## src/rtl/gear_pkg.sv

```systemverilog
package gear_pkg;
   // Number of enable domains served by the controller.
   localparam int unsigned GEAR_DOMAINS = 2;

   // Index of each domain in the per-domain arrays.
   typedef enum logic [0:0] {
      DOM_CPU = 1'b0,
      DOM_PER = 1'b1
   } gear_dom_e;
endpackage

```

## src/rtl/gear_regfile.sv

```systemverilog
module gear_regfile #(
   parameter int unsigned          REG_W   = 8,
   parameter logic [REG_W-1:0]     RST_VAL = '0
) (
   input  logic             clk,
   input  logic             rst_n,
   input  logic             wr_en,
   input  logic [REG_W-1:0] wr_data,
   output logic [REG_W-1:0] q
);
   always_ff @(posedge clk or negedge rst_n) begin
      if (!rst_n)     q <= RST_VAL;
      else if (wr_en) q <= wr_data;
   end


   wr_store_chk: assert property (@(posedge clk) disable iff (!rst_n)
      wr_en |=> (q == $past(wr_data)));


   wr_hold_chk: assert property (@(posedge clk) disable iff (!rst_n)
      !wr_en |=> $stable(q));
endmodule

```

## src/rtl/gear_sequencer.sv

```systemverilog
module gear_sequencer #(
   parameter int unsigned LOG_W      = 3,
   parameter int unsigned CNT_W      = 4,
   parameter int unsigned RST_LG_CPU = 3,
   parameter int unsigned RST_LG_PER = 3
) (
   input  logic             clk,
   input  logic             rst_n,
   input  logic [LOG_W-1:0] new_lg_cpu,
   input  logic [LOG_W-1:0] new_lg_per,
   output logic [CNT_W-1:0] cnt,
   output logic [LOG_W-1:0] lg_cpu,
   output logic [LOG_W-1:0] lg_per,
   output logic             commit
);
   logic [LOG_W-1:0] lg_max;
   logic [CNT_W-1:0] span;

   // Longest period among old and new settings of both domains.
   always_comb begin
      lg_max = lg_cpu;
      if (lg_per     > lg_max) lg_max = lg_per;
      if (new_lg_cpu > lg_max) lg_max = new_lg_cpu;
      if (new_lg_per > lg_max) lg_max = new_lg_per;
      span   = ~({CNT_W{1'b1}} << lg_max);
      commit = ((cnt & span) == span);
   end

   always_ff @(posedge clk or negedge rst_n) begin
      if (!rst_n) begin
         cnt    <= '0;
         lg_cpu <= LOG_W'(RST_LG_CPU);
         lg_per <= LOG_W'(RST_LG_PER);
      end else begin
         cnt <= cnt + 1'b1;
         if (commit) begin
            lg_cpu <= new_lg_cpu;
            lg_per <= new_lg_per;
         end
      end
   end


   stay_between_commits_chk: assert property (@(posedge clk) disable iff (!rst_n)
      !commit |=> (lg_cpu == $past(lg_cpu)) && (lg_per == $past(lg_per)));
endmodule

```

## src/rtl/gear_tap.sv

```systemverilog
module gear_tap #(
   parameter int unsigned LOG_W = 3,
   parameter int unsigned CNT_W = 4
) (
   input  logic             clk,
   input  logic             rst_n,
   input  logic [CNT_W-1:0] cnt,
   input  logic [LOG_W-1:0] lg,
   input  logic             hold,
   output logic             en
);
   logic [CNT_W-1:0] mask;

   always_comb begin
      mask = ~({CNT_W{1'b1}} << lg);
      en   = ((cnt & mask) == mask);
   end


   single_pulse_chk: assert property (@(posedge clk) disable iff (!rst_n)
      (en && (lg != '0) && !hold) |=> !en);
endmodule

```

## src/rtl/gear_clk_ctrl.sv

```systemverilog
module gear_clk_ctrl #(
   parameter int unsigned      REG_W    = 8,
   parameter int unsigned      RATIO_W  = 2,
   parameter int unsigned      CPU_LSB  = 6,
   parameter int unsigned      PER_LSB  = 2,
   parameter int unsigned      SRC_BIT  = 0,
   parameter bit               HALF_SRC = 1'b1,
   parameter logic [REG_W-1:0] RST_VAL  = 8'hFC
) (
   input  logic             clk,
   input  logic             rst_n,
   input  logic             wr_en,
   input  logic [REG_W-1:0] wr_data,
   output logic [REG_W-1:0] rd_data,
   output logic             cpu_en,
   output logic             per_en
);
   import gear_pkg::*;

   localparam int unsigned MAX_LG = (1 << RATIO_W) - 1 + (HALF_SRC ? 1 : 0);
   localparam int unsigned LOG_W  = $clog2(MAX_LG + 1);
   localparam int unsigned CNT_W  = (MAX_LG > 0) ? MAX_LG : 1;
   localparam int unsigned RST_LG_CPU = (HALF_SRC ? int'(RST_VAL[SRC_BIT]) : 0)
                                        + int'(RST_VAL[CPU_LSB +: RATIO_W]);
   localparam int unsigned RST_LG_PER = (HALF_SRC ? int'(RST_VAL[SRC_BIT]) : 0)
                                        + int'(RST_VAL[PER_LSB +: RATIO_W]);

   generate
      if (CPU_LSB + RATIO_W > REG_W || PER_LSB + RATIO_W > REG_W || SRC_BIT >= REG_W)
         $error("gear_clk_ctrl: field outside register");
      if (RATIO_W == 0)
         $error("gear_clk_ctrl: ratio field needs a width");
   endgenerate

   logic [REG_W-1:0] reg_q;
   logic             sel_half;
   logic [LOG_W-1:0] new_lg_cpu, new_lg_per, lg_cpu, lg_per;
   logic [CNT_W-1:0] cnt;
   logic             commit;
   logic [LOG_W-1:0] dom_lg [GEAR_DOMAINS];
   logic [GEAR_DOMAINS-1:0] dom_en;

   gear_regfile #(.REG_W(REG_W), .RST_VAL(RST_VAL)) i_regfile (
      .clk(clk), .rst_n(rst_n), .wr_en(wr_en), .wr_data(wr_data), .q(reg_q)
   );

   // Source selector variant: with the half-rate option removed the bit is inert.
   generate
      if (HALF_SRC) begin : g_src_sel
         assign sel_half = reg_q[SRC_BIT];
      end else begin : g_src_fixed
         assign sel_half = 1'b0;
      end
   endgenerate

   assign new_lg_cpu = LOG_W'(sel_half) + LOG_W'(reg_q[CPU_LSB +: RATIO_W]);
   assign new_lg_per = LOG_W'(sel_half) + LOG_W'(reg_q[PER_LSB +: RATIO_W]);

   gear_sequencer #(
      .LOG_W(LOG_W), .CNT_W(CNT_W),
      .RST_LG_CPU(RST_LG_CPU), .RST_LG_PER(RST_LG_PER)
   ) i_sequencer (
      .clk(clk), .rst_n(rst_n),
      .new_lg_cpu(new_lg_cpu), .new_lg_per(new_lg_per),
      .cnt(cnt), .lg_cpu(lg_cpu), .lg_per(lg_per), .commit(commit)
   );

   assign dom_lg[DOM_CPU] = lg_cpu;
   assign dom_lg[DOM_PER] = lg_per;

   generate
      for (genvar d = 0; d < GEAR_DOMAINS; d++) begin : g_dom
         gear_tap #(.LOG_W(LOG_W), .CNT_W(CNT_W)) i_tap (
            .clk(clk), .rst_n(rst_n), .cnt(cnt), .lg(dom_lg[d]),
            .hold(commit), .en(dom_en[d])
         );
      end
   endgenerate

   assign rd_data = reg_q;
   assign cpu_en  = dom_en[DOM_CPU];
   assign per_en  = dom_en[DOM_PER];


   switch_on_pulse_chk: assert property (@(posedge clk) disable iff (!rst_n)
      ((lg_cpu != $past(lg_cpu)) || (lg_per != $past(lg_per))) |-> $past(cpu_en && per_en));


   unity_cpu_chk: assert property (@(posedge clk) disable iff (!rst_n)
      (lg_cpu == '0) |-> cpu_en);


   unity_per_chk: assert property (@(posedge clk) disable iff (!rst_n)
      (lg_per == '0) |-> per_en);
endmodule

```

## config.mk

```make
export PLATFORM = sky130hd
export DESIGN_NAME = gear_clk_ctrl
export DESIGN_NICKNAME = d
export VERILOG_FILES = /design/src/rtl/gear_pkg.sv /design/src/rtl/gear_regfile.sv /design/src/rtl/gear_sequencer.sv /design/src/rtl/gear_tap.sv /design/src/rtl/gear_clk_ctrl.sv
export SDC_FILE = /design/constraint.sdc
export NUM_CORES = 1
export LEC_CHECK = 0
export ABC_CLOCK_PERIOD_IN_PS = 5800
export CORE_MARGIN = 2
export CORE_UTILIZATION = 60
export CTS_CLUSTER_DIAMETER = 80
export DETAILED_ROUTE_END_ITERATION = 7
export DONT_BUFFER_PORTS = 1
export GPL_TIMING_DRIVEN = 0
export PLACE_DENSITY = 0.76
export SLEW_MARGIN = 25
export SYNTH_ARGS = -nofsm -noshare
export SYNTH_HDL_FRONTEND = slang
export SYNTH_SLANG_ARGS = --single-unit
```

## constraint.sdc

```tcl
create_clock -name clk -period 5.8 [get_ports clk]
set_clock_uncertainty 0.15 [all_clocks]
set_input_delay 0.58 -clock clk [delete_from_list [all_inputs] [get_ports clk]]
set_output_delay 0.58 -clock clk [all_outputs]
set_load 0.01 [all_outputs]
```

Word level (Yosys, flattened, before mapping)
Index checks and enable logic that the tools add are counted.

word-level totals
  register bits after elaboration = 18
  output and inout bits = 10
  input port bits = 11

operators by class
  equality and inequality tests = 3
  shift-type cells = 3
  $add $sub $neg = 3
  bitwise operators = 6
  multiplexer cells = 3
  $lt $le $gt $ge = 3

operators by type and width
  cell                                                               number
  4-bit AND                                                          3
  4-bit == test                                                      3
  4-bit inverter                                                     3
  4-bit by 3-bit left shift with 4-bit output, first input constant  3
  3-bit greater-than comparator                                      3
  3-bit 2-to-1 mux                                                   3
  1-bit by 2-bit adder with 3-bit output                             2
  4-bit by 1-bit adder with 4-bit output, second input constant      1

Longest topological paths before layout
  depth in word-level cells = 10
  depth in mapped cells = 19
  gate-level depth less buffers = 19

Modules after synthesis
A second synthesis with hierarchy kept.

unflattened totals
  cell total of the unflattened synthesis = 123
  area total of the unflattened synthesis = 1,347.5 um^2

by module, submodules not included
  module          area an instance (um^2)  instances  cells each
  gear_sequencer  898.4                    1          90
  gear_regfile    339.1                    1          17
  gear_tap        30.0                     2          6
  gear_clk_ctrl   50.0                     1          4

Worst setup path before layout
No wires, ideal clock.

  kind = register to register
  start = reg i_sequencer.lg_cpu[1]
  end = reg i_sequencer.lg_cpu[2]
  path buffers = 0
  setup slack = 1.475 ns
  library setup time = 0.125 ns
  data arrival time = 4.050 ns
  required time = 5.525 ns
  cell stages (with the launch flop) = 18
  cells stage by stage = dfstp_2 inv_1 ha_1 nand2_1 o21ai_2 mux2i_2 ha_1 and3_1 a21oi_2 mux2_2 ha_1 nand3b_1 a32oi_2 nor2_1 o211a_1 o32a_1 o21ai_4 mux2_4

on the way
  word-level cells in the longest chain between the ends = 10

ends and longest elaborated chain
  what                                             line                  text
  from (decl)                                      gear_sequencer.sv:12  output logic [LOG_W-1:0] lg_cpu,
  from (signal assigned)                           gear_sequencer.sv:32  lg_cpu <= LOG_W'(RST_LG_CPU);
  from (signal assigned)                           gear_sequencer.sv:37  lg_cpu <= new_lg_cpu;
  3-bit greater-than comparator                    gear_sequencer.sv:22  if (lg_per > lg_max) lg_max = lg_per;
  3-bit 2-to-1 mux (*)                             gear_sequencer.sv:22
  3-bit greater-than comparator                    gear_sequencer.sv:23  if (new_lg_cpu > lg_max) lg_max = new_lg_cpu;
  3-bit 2-to-1 mux (*)                             gear_sequencer.sv:23
  3-bit greater-than comparator                    gear_sequencer.sv:24  if (new_lg_per > lg_max) lg_max = new_lg_per;
  3-bit 2-to-1 mux (*)                             gear_sequencer.sv:24
  4-bit by 3-bit left shift with 4-bit output (*)  gear_sequencer.sv:25  span = ~({CNT_W{1'b1}} << lg_max);
  4-bit inverter (*)                               gear_sequencer.sv:25
  4-bit AND                                        gear_sequencer.sv:26  commit = ((cnt & span) == span);
  4-bit == test (*)                                gear_sequencer.sv:26

Mark *: on every way between the ends. The rest lies on a longest branch, timed or not.
A chain may end at the register's enable or synchronous reset.

Worst setup path in the final report
  start = reg i_sequencer.lg_cpu[1]
  end = reg i_sequencer.lg_per[2]

on the way
  word-level cells in the longest chain between the ends = 10

ends and longest elaborated chain
  what                                             line                  text
  3-bit greater-than comparator                    gear_sequencer.sv:22
  3-bit 2-to-1 mux (*)                             gear_sequencer.sv:22
  3-bit greater-than comparator                    gear_sequencer.sv:23
  3-bit 2-to-1 mux (*)                             gear_sequencer.sv:23
  3-bit greater-than comparator                    gear_sequencer.sv:24
  3-bit 2-to-1 mux (*)                             gear_sequencer.sv:24
  4-bit by 3-bit left shift with 4-bit output (*)  gear_sequencer.sv:25
  4-bit inverter (*)                               gear_sequencer.sv:25
  4-bit AND                                        gear_sequencer.sv:26
  4-bit == test (*)                                gear_sequencer.sv:26
  to (signal assigned)                             gear_sequencer.sv:33  lg_per <= LOG_W'(RST_LG_PER);
  to (signal assigned)                             gear_sequencer.sv:38  lg_per <= new_lg_per;
  to (decl)                                        gear_sequencer.sv:13  output logic [LOG_W-1:0] lg_per,

Marked as above.

==> metrics.yaml <==
routing:
  first_pass_iters: 4
  wl_met1_mm: 1.11
  wl_met3_um: 115
  wl_mm: 2.54
  via_count: 915
  dr.first_iter.drc_count: 26
  route.antenna.remaining_nets: 0
  detail_route.wl_per_cell_um: 17.8
  drc_errors: 0
  dr_wl_met2_mm: 1.25
  vias_per_cell: 6.40
  top_layer: "met4"
clock_tree:
  clock_sinks: 18
  cts_made_buffers: 3
  clk_path_buf_depth: 2
  clockRootBuffer: "clkbuf_4"
  clkTransAtPathRegs_ns: 0.12
  cts_tree: "built"
  htreeDepth: 1
  worstSkewPairLatency_ns: 0.31
floorplan:
  die_area_um2: 2450
  ios: 21
  core_area_um2: 1960
  rows: 16
  die_height_um: 49.5
  start_util_pct: 63.4
  die_w_um: 49.5
sta:
  hold_violations: 0
  period_needed_ns: 4.77
  maxSlewViolCount: 0
  fin_crit_sh_pct: 82.2
  rsz0062_at_grt: "no"
  worst_slew_pin_slew_ns: 0.784
  setup-tns-final_ns: 0
  max_freq_mhz: 210
  setup_violations: 0
  slew_headroom_pct: 47.6
place:
  numPortBuffers: 0
  dp_hpwl_mm: 2.00
  gp_congestion: 0.864
final_layout:
  utilization_pct: 67.5
  seq_area_um2: 463
  drive_gt1_share_pct: 30.2
  diodes: 0
  final_nets: 142
  syn_to_final_growth_pct: 6.44
  fillCellCount: 160
  multi_input_area_um2: 747
yosys:
  syn_avg_cell_area_um2: 11.2
  ys_ff_latch: 18
  ys.flop_type: "dfstp_2"
  syn_nets: 136
  yosysWarnings: 0
  synth_edf_count: 0
  synth-seq-area-share_pct: 37.2
  synth_area_um2: 1240
  synth_cell_types: 36
  syn_inst: 111
  async_reset_ff_share_pct: 100
grt:
  grt_max_degree: 19
  grt_overflow_total: 0
  grtUsageTotal_pct: 23.3
  grt_pass1_vias: 931
  grt_pass1_wl_mm: 4.18
  grt_antenna_before_repair: 0
setup_path:
  critPathMaxFanout: 6
  regToRegSetupSlack_ns: 1.03
  critical_path_required_ns: 5.85
  cp_common_cell: "ha_1"
  critPathBufInv: 1
  path_cells: "inv_1, ha_1, nand2_1, o21ai_2, mux2i_2, ha_1, and3_1, a21oi_2, mux2_2, ha_1, nand3b_1, a32oi_2, nor2_1, o211a_1, o32a_1, o21ai_4, mux2_4"
  crit_path_end_kind: "register"
  crit_type: "register to register"
  r2r_end: "i_sequencer.lg_per[2]$_DFFE_PN0N_"
  reg2reg_depth: 17
  crit_family: "compound AO/OA/AOI/OAI gates"
  cp-start-kind: "register"
  cpMaxStageDelayCell: "dfstp_2"
  max_stage_delay_ns: 0.57
  r2r_start: "i_sequencer.lg_cpu[1]$_DFFE_PN1N_"
  critPathArrivalTime_ns: 4.81
min_path:
  whs_path_depth: 1
  holdCritPathClass: "primary input to register"
  min-delay-start: "wr_data[0]"
  hold_path_end: "i_regfile.q[0]$_DFFE_PN0P_"
outcome:
  run_status: "finished, final reports clean"
run:
  max_cap_viol_count: 0
-- cell usage after synthesis (all sizes together), types with 2 or more instances --
cell | count | share of area, %
dfstp | 10 | 21
and3 | 2 | 1.0
mux2i | 5 | 4.3
mux2 | 13 | 13
a21oi | 5 | 2.9
ha | 14 | 14
dfrtp | 8 | 16
nor2 | 2 | 0.60
inv | 8 | 2.4
nand3 | 4 | 1.6
and2 | 2 | 1.0
nand3b | 2 | 1.2
o21ai | 8 | 4.4
o21a | 3 | 1.8
a222oi | 2 | 1.6
nand2 | 9 | 2.7
-- layer usage --
metal | up-vias | track usage (%)
met5 | - | 0
met4 | 0 | 13.9
met3 | 10 | 5.15
met2 | 33 | 39.6
met1 | 442 | 26.7
li1 | 430 | -
-- final cells by class --
type / instances / area share, %
repair buffers: 1 / 0.756
plain buffers: 1 / 0.284
multi-input cells: 84 / 56.4
flip-flops and latches: 18 / 35.0
well taps: 27 / 2.55
clock buffers: 4 / 2.74
inverters: 8 / 2.27
-- kinds of logic after synthesis --
| group | Yosys count | synth area share, % |
|---|---|---|
| muxes | 18 | 17.3 |
| adders and majority gates | 14 | 14.1 |
| xor gates and xnor gates | 2 | 1.41 |
| buffers and inverters | 9 | 2.72 |
| and+or+nand+nor | 24 | 9.56 |
| AOI/OAI and AO/OA | 26 | 17.7 |
| DFF | 18 | 37.2 |
-- cells in the final DEF, fill, tap and decap left out --
master,n
o21a_1,3
a211o_1,1
clkbuf_8,1
xor2_1,1
o211a_1,1
nand3b_1,2
a2bb2oi_2,1
mux2_2,9
clkbuf_1,1
dlygate4sd3_1,1
o21ai_4,1
o21ai_0,5
o221ai_1,1
nand2_1,9
o32a_1,1
and2_1,2
dfrtp_1,8
o21ai_1,1
mux2i_2,1
mux2i_1,4
xnor2_1,1
nor4_1,1
a222oi_1,2
clkbuf_4,3
nor2_1,2
inv_1,8
nand4_1,1
nand3_1,4
mux2_4,4
o221a_1,1
a31oi_1,1
nor3_1,1
and3_1,2
a21oi_2,3
o21ai_2,1
dfstp_2,10
a32oi_2,1
a21oi_1,2
ha_1,14
-- state kept, by name (all words and copies together), names as in the netlist --
| signal | cells |
|---|---|
| i_regfile.q | 8 |
| i_sequencer.cnt | 4 |
| i_sequencer.lg_per | 3 |
| i_sequencer.lg_cpu | 3 |
-- worst max-delay path by stage --
stage / startpoint / to / slack, ns / cells past startpoint
after floorplan: i_sequencer.lg_cpu[1]$_DFFE_PN1N_ / i_sequencer.lg_cpu[2]$_DFFE_PN0N_ / 1.47 / 17
after global placement: i_sequencer.lg_cpu[1]$_DFFE_PN1N_ / i_sequencer.lg_cpu[2]$_DFFE_PN0N_ / 1.16 / 17
after detailed placement: i_sequencer.lg_cpu[1]$_DFFE_PN1N_ / i_sequencer.lg_cpu[2]$_DFFE_PN0N_ / 1.07 / 17
after CTS: i_sequencer.lg_cpu[1]$_DFFE_PN1N_ / i_sequencer.lg_per[2]$_DFFE_PN0N_ / 1.03 / 17
after global routing: i_sequencer.lg_cpu[1]$_DFFE_PN1N_ / i_sequencer.lg_per[2]$_DFFE_PN0N_ / 0.81 / 17
final: i_sequencer.lg_cpu[1]$_DFFE_PN1N_ / i_sequencer.lg_per[2]$_DFFE_PN0N_ / 1.03 / 17
-- worst register-to-register path, stage by stage (launching register included) --
cell and delay (ns):
dfstp_2 0.57, inv_1 0.07, ha_1 0.31, nand2_1 0.09, o21ai_2 0.19, mux2i_2 0.40, ha_1 0.34, and3_1 0.22
a21oi_2 0.19, mux2_2 0.36, ha_1 0.32, nand3b_1 0.14, a32oi_2 0.27, nor2_1 0.09, o211a_1 0.15, o32a_1 0.32
o21ai_4 0.14, mux2_4 0.33
-- through the flow --
stage                     std cells  cell area [um^2]  worst slack [ns]  hold WS [ns]
after CTS                       143              1320              1.03         0.247
after global placement          138              1280              1.16         0.135
after global routing            143              1320             0.805         0.248
after floorplan                 111              1240              1.47         0.134
after detailed placement        138              1280              1.07         0.135
final                           143              1320              1.03         0.254
-- timing repair --
item,CTS,global route
endpoints found under the hold margin,18,0
resized for setup,0,0
setup buffers,0,0
hold buffers,1,0
Power is left out: the tool's default activity adds up to more than one toggle a clock period on the data nets, which glitch-free logic cannot reach.
